## src/rtl/nib_pkg.sv

```systemverilog
// Shared definitions for the nibble processing unit: opcode encodings,
// slot indices of the modulo-8 schedule and compare result codes.
// Assumes an opcode width of 4 bits and a 3-bit slot counter.
package nib_pkg;

    localparam int unsigned OPW = 4;
    localparam int unsigned SLW = 3;

    typedef enum logic [OPW-1:0] {
        OP_SUB = 4'h1,
        OP_CMP = 4'h2,
        OP_ADD = 4'h4,
        OP_XOR = 4'h6,
        OP_AND = 4'h7,
        OP_OR  = 4'hA,
        OP_NOT = 4'hE
    } op_e;

    localparam logic [SLW-1:0] SLOT_VLD = 3'd0;
    localparam logic [SLW-1:0] SLOT_OP  = 3'd1;
    localparam logic [SLW-1:0] SLOT_A   = 3'd3;
    localparam logic [SLW-1:0] SLOT_B   = 3'd4;
    localparam logic [SLW-1:0] SLOT_WR  = 3'd7;

    localparam int unsigned CMP_GT_BIT = 0;
    localparam int unsigned CMP_LT_BIT = 1;
    localparam int unsigned CMP_EQ_BIT = 2;

endpackage

```

## src/rtl/nib_slot_ctr.sv

```systemverilog
// Free-running slot counter. Advances once per clock and wraps through
// all 2**CW states. Assumes a synchronous active-low reset that clears it.
module nib_slot_ctr #(
    parameter int unsigned CW = 3
) (
    input  logic          clk,
    input  logic          rst_n,
    output logic [CW-1:0] cnt
);

    logic [CW-1:0] cnt_q;

    // Advance the schedule position by one every clock.
    always_ff @(posedge clk) begin
        if (!rst_n) cnt_q <= '0;
        else        cnt_q <= cnt_q + 1'b1;
    end

    assign cnt = cnt_q;

endmodule

```

## src/rtl/nib_alu.sv

```systemverilog
// Combinational operation unit. Decodes the opcode and produces a DW-bit
// result from operands A and B. Undefined opcodes give zero. Assumes DW >= 3
// so that the three compare code bits fit.
module nib_alu
    import nib_pkg::*;
#(
    parameter int unsigned DW = 4
) (
    input  logic [OPW-1:0] op,
    input  logic [DW-1:0]  a,
    input  logic [DW-1:0]  b,
    output logic [DW-1:0]  y
);

    logic [DW-1:0] cmp_code;

    // Build the one-hot magnitude compare code.
    always_comb begin
        cmp_code = '0;
        if (a > b)      cmp_code[CMP_GT_BIT] = 1'b1;
        else if (a < b) cmp_code[CMP_LT_BIT] = 1'b1;
        else            cmp_code[CMP_EQ_BIT] = 1'b1;
    end

    // Select the operation result for the decoded opcode.
    always_comb begin
        case (op)
            OP_ADD:  y = a + b;
            OP_SUB:  y = a - b;
            OP_CMP:  y = cmp_code;
            OP_XOR:  y = a ^ b;
            OP_AND:  y = a & b;
            OP_OR:   y = a | b;
            OP_NOT:  y = ~a;
            default: y = '0;
        endcase
    end

endmodule

```

## src/rtl/nib_cpu.sv

```systemverilog
// Slot-timed nibble processing unit. Captures opcode, operand A and operand
// B from a shared bus in fixed counter slots, writes the result in the last
// slot and flags it valid in slot 0. Assumes that the bus source keeps to
// the slot schedule and that reset is synchronous and active low.
module nib_cpu
    import nib_pkg::*;
#(
    parameter int unsigned DW = 4,
    parameter int unsigned CW = SLW
) (
    input  logic          clk,
    input  logic          rst_n,
    input  logic [DW-1:0] bus_in,
    output logic [DW-1:0] res_out,
    output logic          data_vld
);

    logic [CW-1:0]  cnt_q;
    logic [OPW-1:0] op_q;
    logic [DW-1:0]  a_q;
    logic [DW-1:0]  b_q;
    logic [DW-1:0]  res_q;
    logic [DW-1:0]  alu_y;

    nib_slot_ctr #(.CW(CW)) u_ctr (
        .clk   (clk),
        .rst_n (rst_n),
        .cnt   (cnt_q)
    );

    // Capture opcode and operands from the bus in their own slots.
    always_ff @(posedge clk) begin
        if (!rst_n) begin
            op_q <= '0;
            a_q  <= '0;
            b_q  <= '0;
        end else begin
            if (cnt_q == CW'(SLOT_OP)) op_q <= bus_in[OPW-1:0];
            if (cnt_q == CW'(SLOT_A))  a_q  <= bus_in;
            if (cnt_q == CW'(SLOT_B))  b_q  <= bus_in;
        end
    end

    nib_alu #(.DW(DW)) u_alu (
        .op (op_q),
        .a  (a_q),
        .b  (b_q),
        .y  (alu_y)
    );

    // Load the result register in the write slot only.
    always_ff @(posedge clk) begin
        if (!rst_n)                     res_q <= '0;
        else if (cnt_q == CW'(SLOT_WR)) res_q <= alu_y;
    end

    assign res_out  = res_q;
    assign data_vld = (cnt_q == CW'(SLOT_VLD));

endmodule

```

## config.mk

```make
export PLATFORM = sky130hd
export DESIGN_NAME = nib_cpu
export DESIGN_NICKNAME = d
export VERILOG_FILES = /design/src/rtl/nib_pkg.sv /design/src/rtl/nib_slot_ctr.sv /design/src/rtl/nib_alu.sv /design/src/rtl/nib_cpu.sv
export SDC_FILE = /design/constraint.sdc
export NUM_CORES = 1
export LEC_CHECK = 0
export ABC_AREA = 1
export ABC_CLOCK_PERIOD_IN_PS = 2110
export BUFFER_PORTS_ARGS = -buffer_cell sky130_fd_sc_hd__buf_2
export CORE_MARGIN = 2
export CORE_UTILIZATION = 55
export CTS_BUF_LIST = sky130_fd_sc_hd__clkbuf_4
export CTS_CLUSTER_DIAMETER = 40
export CTS_CLUSTER_SIZE = 25
export DETAILED_ROUTE_END_ITERATION = 10
export PLACE_DENSITY = 0.85
export SLEW_MARGIN = 20
export SYNTH_ARGS = -nofsm -noshare
export SYNTH_HDL_FRONTEND = slang
export SYNTH_SLANG_ARGS = --single-unit
```

## constraint.sdc

```tcl
create_clock -name clk -period 2.11 [get_ports clk]
set_clock_uncertainty 0.15 [all_clocks]
set_input_delay 0.211 -clock clk [delete_from_list [all_inputs] [get_ports clk]]
set_output_delay 0.211 -clock clk [all_outputs]
set_load 0.05 [all_outputs]
```

After elaboration in Yosys (flattened, before gate mapping). Cells that the tools add are included.

Bits in registers: 19. Bits of input ports: 6.

$add $sub $neg: 3. Order comparisons: 2. Eq/ne operators: 11. Muxes and demuxes: 5. Bitwise operators: 4. Reduce and logical (&&, ||, !) cells: 1.

Operator list (number): one-hot mux 4 bit (7 select lines) (1); == test 4 x 3 -> 1 bit (second input constant) (3); == test 4 bit (second input constant) (2); == test 3 bit (second input constant) (2); adder 4 bit (1); bitwise AND 4 bit (1); == test 4 x 1 -> 1 bit (second input constant) (1); == test 4 x 2 -> 1 bit (second input constant) (1); greater-than comparator 4 bit (1); < comparator 4 bit (1); inverter 4 bit (1); bitwise OR 4 bit (1); subtractor 4 bit (1); bitwise XOR 4 bit (1); adder 3 x 1 -> 3 bit (second input constant) (1); == test 3 x 1 -> 1 bit (second input constant) (1); == test 3 x 2 -> 1 bit (second input constant) (1); zero test 3 bit (1); two-way mux 1 bit (3); two-way mux 2 bit (1).

Logic depth before layout (Yosys ltp).
Depth in word-level cells: 4. Mapped depth: 12.

Modules after synthesis. A second synthesis with hierarchy kept.

Cell total of the unflattened synthesis: 226. Area, all modules: 1418.9 sq um.

Modules (own cells, without submodules): nib_cpu (times used 1, cells each 102, area an instance 698.2 sq um, seq. area each 320.3 sq um); nib_alu (times used 1, cells each 112, area an instance 618.1 sq um, seq. area each 0.0 sq um); nib_slot_ctr (times used 1, cells each 12, area an instance 102.6 sq um, seq. area each 60.1 sq um).

Least setup slack after synthesis. Ideal clock, no wire load.

Path type: register to register. Start: register a_q[0]. End: register res_q[2] (netlist: res_out[2]). Setup time: 0.120 ns. Arrival: 1.430 ns. Data required time: 1.840 ns. Path slack: 0.410 ns. Stages on the path, launching flop included: 12. Period minus slack after synthesis: 1.700 ns. Path through: dfxtp_1 -> inv_1 -> ha_1 -> inv_1 -> fa_1 -> xnor2_1 -> nand2_1 -> nand3_1 -> nor2_1 -> nand2_1 -> nand2_1 -> a21oi_1.

Word-level cells in the longest chain between the ends: 4.

RTL lines: start: declaration (line nib_cpu.sv:20) `logic [DW-1:0] a_q;`; start signal: assignment (line nib_cpu.sv:39) `if (cnt_q == CW'(SLOT_A)) a_q <= bus_in;`; < comparator 4 bit (line nib_alu.sv:21) `else if (a < b) cmp_code[CMP_LT_BIT] = 1'b1;`; two-way mux 1 bit (line nib_alu.sv:21); two-way mux 2 bit (line nib_alu.sv:20) `if (a > b) cmp_code[CMP_GT_BIT] = 1'b1;`; one-hot mux 4 bit (7 select lines) (*) (line nib_alu.sv:27) `case (op)`; end signal: assignment (line nib_cpu.sv:54) `else if (cnt_q == CW'(SLOT_WR)) res_q <= alu_y;`; end: declaration (line nib_cpu.sv:22) `logic [DW-1:0] res_q;`.

Mark *: on every way between the ends. The rest lies on a longest branch, timed or not. A chain may end at the register's enable or synchronous reset.

Worst setup path after layout. Same ends and word-level chain as after synthesis.

==> impl_metrics.json <==
{
  "status": "finished, final reports clean",
  "critPathLaunchType": "flop",
  "synth_top_area_share_pct": 29.3,
  "hold_viol": 0,
  "dpl_cell_area_sq_um": 1370,
  "post_cts_buffers": 0,
  "syn-cell-area_sq_um": 1300,
  "syn_to_final_growth_pct": 7.62,
  "layout_commonest_cell": "nand2_1",
  "vias": 1231,
  "die_x_microns": 52.6,
  "htreeDepth": 1,
  "wire_per_inst_microns": 13.2,
  "reg2reg_slack_ps": 150,
  "p_per_area_nw_per_um2": 573,
  "dpl.cell_count": 221,
  "arrival_ps": 2020,
  "clock_path_buffers": 2,
  "critical_path.slowest_cell": "fa_1",
  "cts_resized": 0,
  "critPathRequiredTime_ps": 2170,
  "yosysWarningCount": 0,
  "final_antenna_net_count": 0,
  "start_util_pct": 58.7,
  "worstSetupPathType": "reg -> reg",
  "fin_tns_setup_ps": 0,
  "clk_pin_slew_ps": 110,
  "core_sq_um": 2210,
  "relSlewSlack_pct": 69.1,
  "cp_max_fo": 4,
  "dieHeight_microns": 52.6,
  "final_cells": 225,
  "cts_sinks": 19,
  "grt_usage_pct": 24.4,
  "worst_slew_pin_slew_ps": 464,
  "max_freq_ghz": 0.511,
  "drc": 0,
  "layout_common_cells": "37 x nand2_1, 24 x inv_1, 22 x nand3_1, 19 x a21oi_1, 19 x dfxtp_1",
  "slew_violations": 0,
  "hold_path_class": "in -> reg",
  "synth_top_cells_by_area": "dfxtp_1 29%, ha_1 16%, nand2_1 11%",
  "cpMostUsedCell": "nand2_1",
  "yosysSeqAreaShare_pct": 29.3,
  "clock_latency_ps": 310,
  "netlist_instances": 186,
  "postLayoutCellArea_sq_um": 1400,
  "antenna_found_initial": 0,
  "fin_crit_sh_pct": 92.8,
  "r2r_cells": 11,
  "via_per_inst": 5.47,
  "p_leak_nw": 0.667,
  "fp.dieArea_sq_um": 2760,
  "drive_gt1_share_pct": 10.7,
  "io_pins": 11,
  "grt_max_degree": 15,
  "dp_hpwl_microns": 2350,
  "numCtsBuffers": 3,
  "crit_chain": "inv_1 -> ha_1 -> inv_1 -> fa_1 -> xnor2_1 -> nand2_1 -> nand3_1 -> nor2_1 -> nand2_1 -> nand2_1 -> a21oi_1",
  "ir_drop_mv": 0.501,
  "ys_types": 22,
  "setup_viol_count_final": 0,
  "min_period_ps": 1960,
  "hold_path_depth": 3,
  "cts_root_buf": "clkbuf_4",
  "cp_slowest_stage_delay_ps": 410,
  "grt_overflow_total": 0,
  "wirelength_microns": 2980,
  "crit_path_end_kind": "flop",
  "grt_setup_unrepaired": "false",
  "tritoncts": "yes",
  "port_buffers": 10,
  "cap_violations": 0,
  "cts_hold_buf": 0,
  "final_nets": 223,
  "drt_iter0_markers": 40,
  "num_rows": 17,
  "grt_pass1_vias": 1080,
  "synth_nets": 211,
  "ys_ff_latch": 19,
  "firstDrtPassIters": 4,
  "gp_congestion": 0.935,
  "avgSynthCellArea_sq_um": 6.98,
  "antenna_cells": 0,
  "synth_top_area_cell": "dfxtp_1",
  "grt_pass1_wl_microns": 4820
}
-- per-stage QoR --
stage	worst slack (ps)	hold WS (ps)	utilization [%]	power [mW]
after floorplan	410	199	-	0.549
after global placement	303	298	61.8	0.586
after detailed placement	245	304	61.8	0.597
after CTS	219	48.8	63.1	0.798
after global routing	43.0	77.0	63.1	0.842
final	152	48.4	63.1	0.801
-- logic make-up after synthesis --
group,count (synthesis),synth area share [%]
xor gates and xnor gates,1,0.675
DFF,19,29.3
buffers and inverters,31,9.35
adders and majority gates,19,19.5
AOI/OAI and AO/OA,33,12.7
and+or+nand+nor,83,28.4
-- critical path, delay by kind of cell, from the launching register on --
family                   cells  cell delay, ps
XOR/XNOR                     1             160
buffers and inverters        2             170
AND/OR/NAND/NOR              5             380
AO/OA/AOI/OAI                1              50
adder cells (fa/ha/maj)      2             600
flip-flops                   1             340
-- final timing paths --
kind | startpoint | endpoint
worst max-delay path | a_q[0] | res_out[2]
worst min-delay path | rst_n | u_ctr.cnt[1]
worst min register to register | res_out[1] | res_out[1]
worst max register to register | a_q[0] | res_out[2]
-- flip-flops by register name, summed over array words and instances (netlist names) --
name / count
res_out: 4
b_q: 4
op_q: 4
u_ctr.cnt: 3
a_q: 4
-- cell usage after synthesis --
master and n:
inv_2 3, nand2_1 37, nor2_1 16, dfxtp_1 19
nand4_1 1, o21ai_1 1, xnor2_1 1, nand3b_1 2
ha_1 17, nor2_4 1, nand3_1 22, fa_1 2
clkinv_1 1, o21ai_0 13, inv_1 24, buf_2 1
nor3_1 1, a21oi_1 19, buf_1 1, buf_4 1
nor2_2 2, nand3_2 1
-- metal layers --
metal	routed length (microns)	vias up	track usage [%]
met5	0	-	0
met4	52	0	10.3
met3	206	4	3.71
met2	1400	54	38.5
met1	1320	553	33.0
li1	-	620	-
-- report_power, final --
part           total, mW  internal [mW]  leakage, nW  switching (mW)
clock              0.208         0.0868       0.0184           0.121
combinational      0.195         0.0610        0.493           0.134
sequential         0.398          0.379        0.155          0.0193
-- area by class of cell --
cell class / instances / area (sq um)
clock buffers: 4 / 30.0
inverters: 28 / 105
well taps: 28 / 35.0
multi-input cells: 136 / 796
repair buffers: 10 / 50.0
fillers: 203 / 816
flip-flops and latches: 19 / 380
No activity file was read; power rests on OpenSTA's default activity.
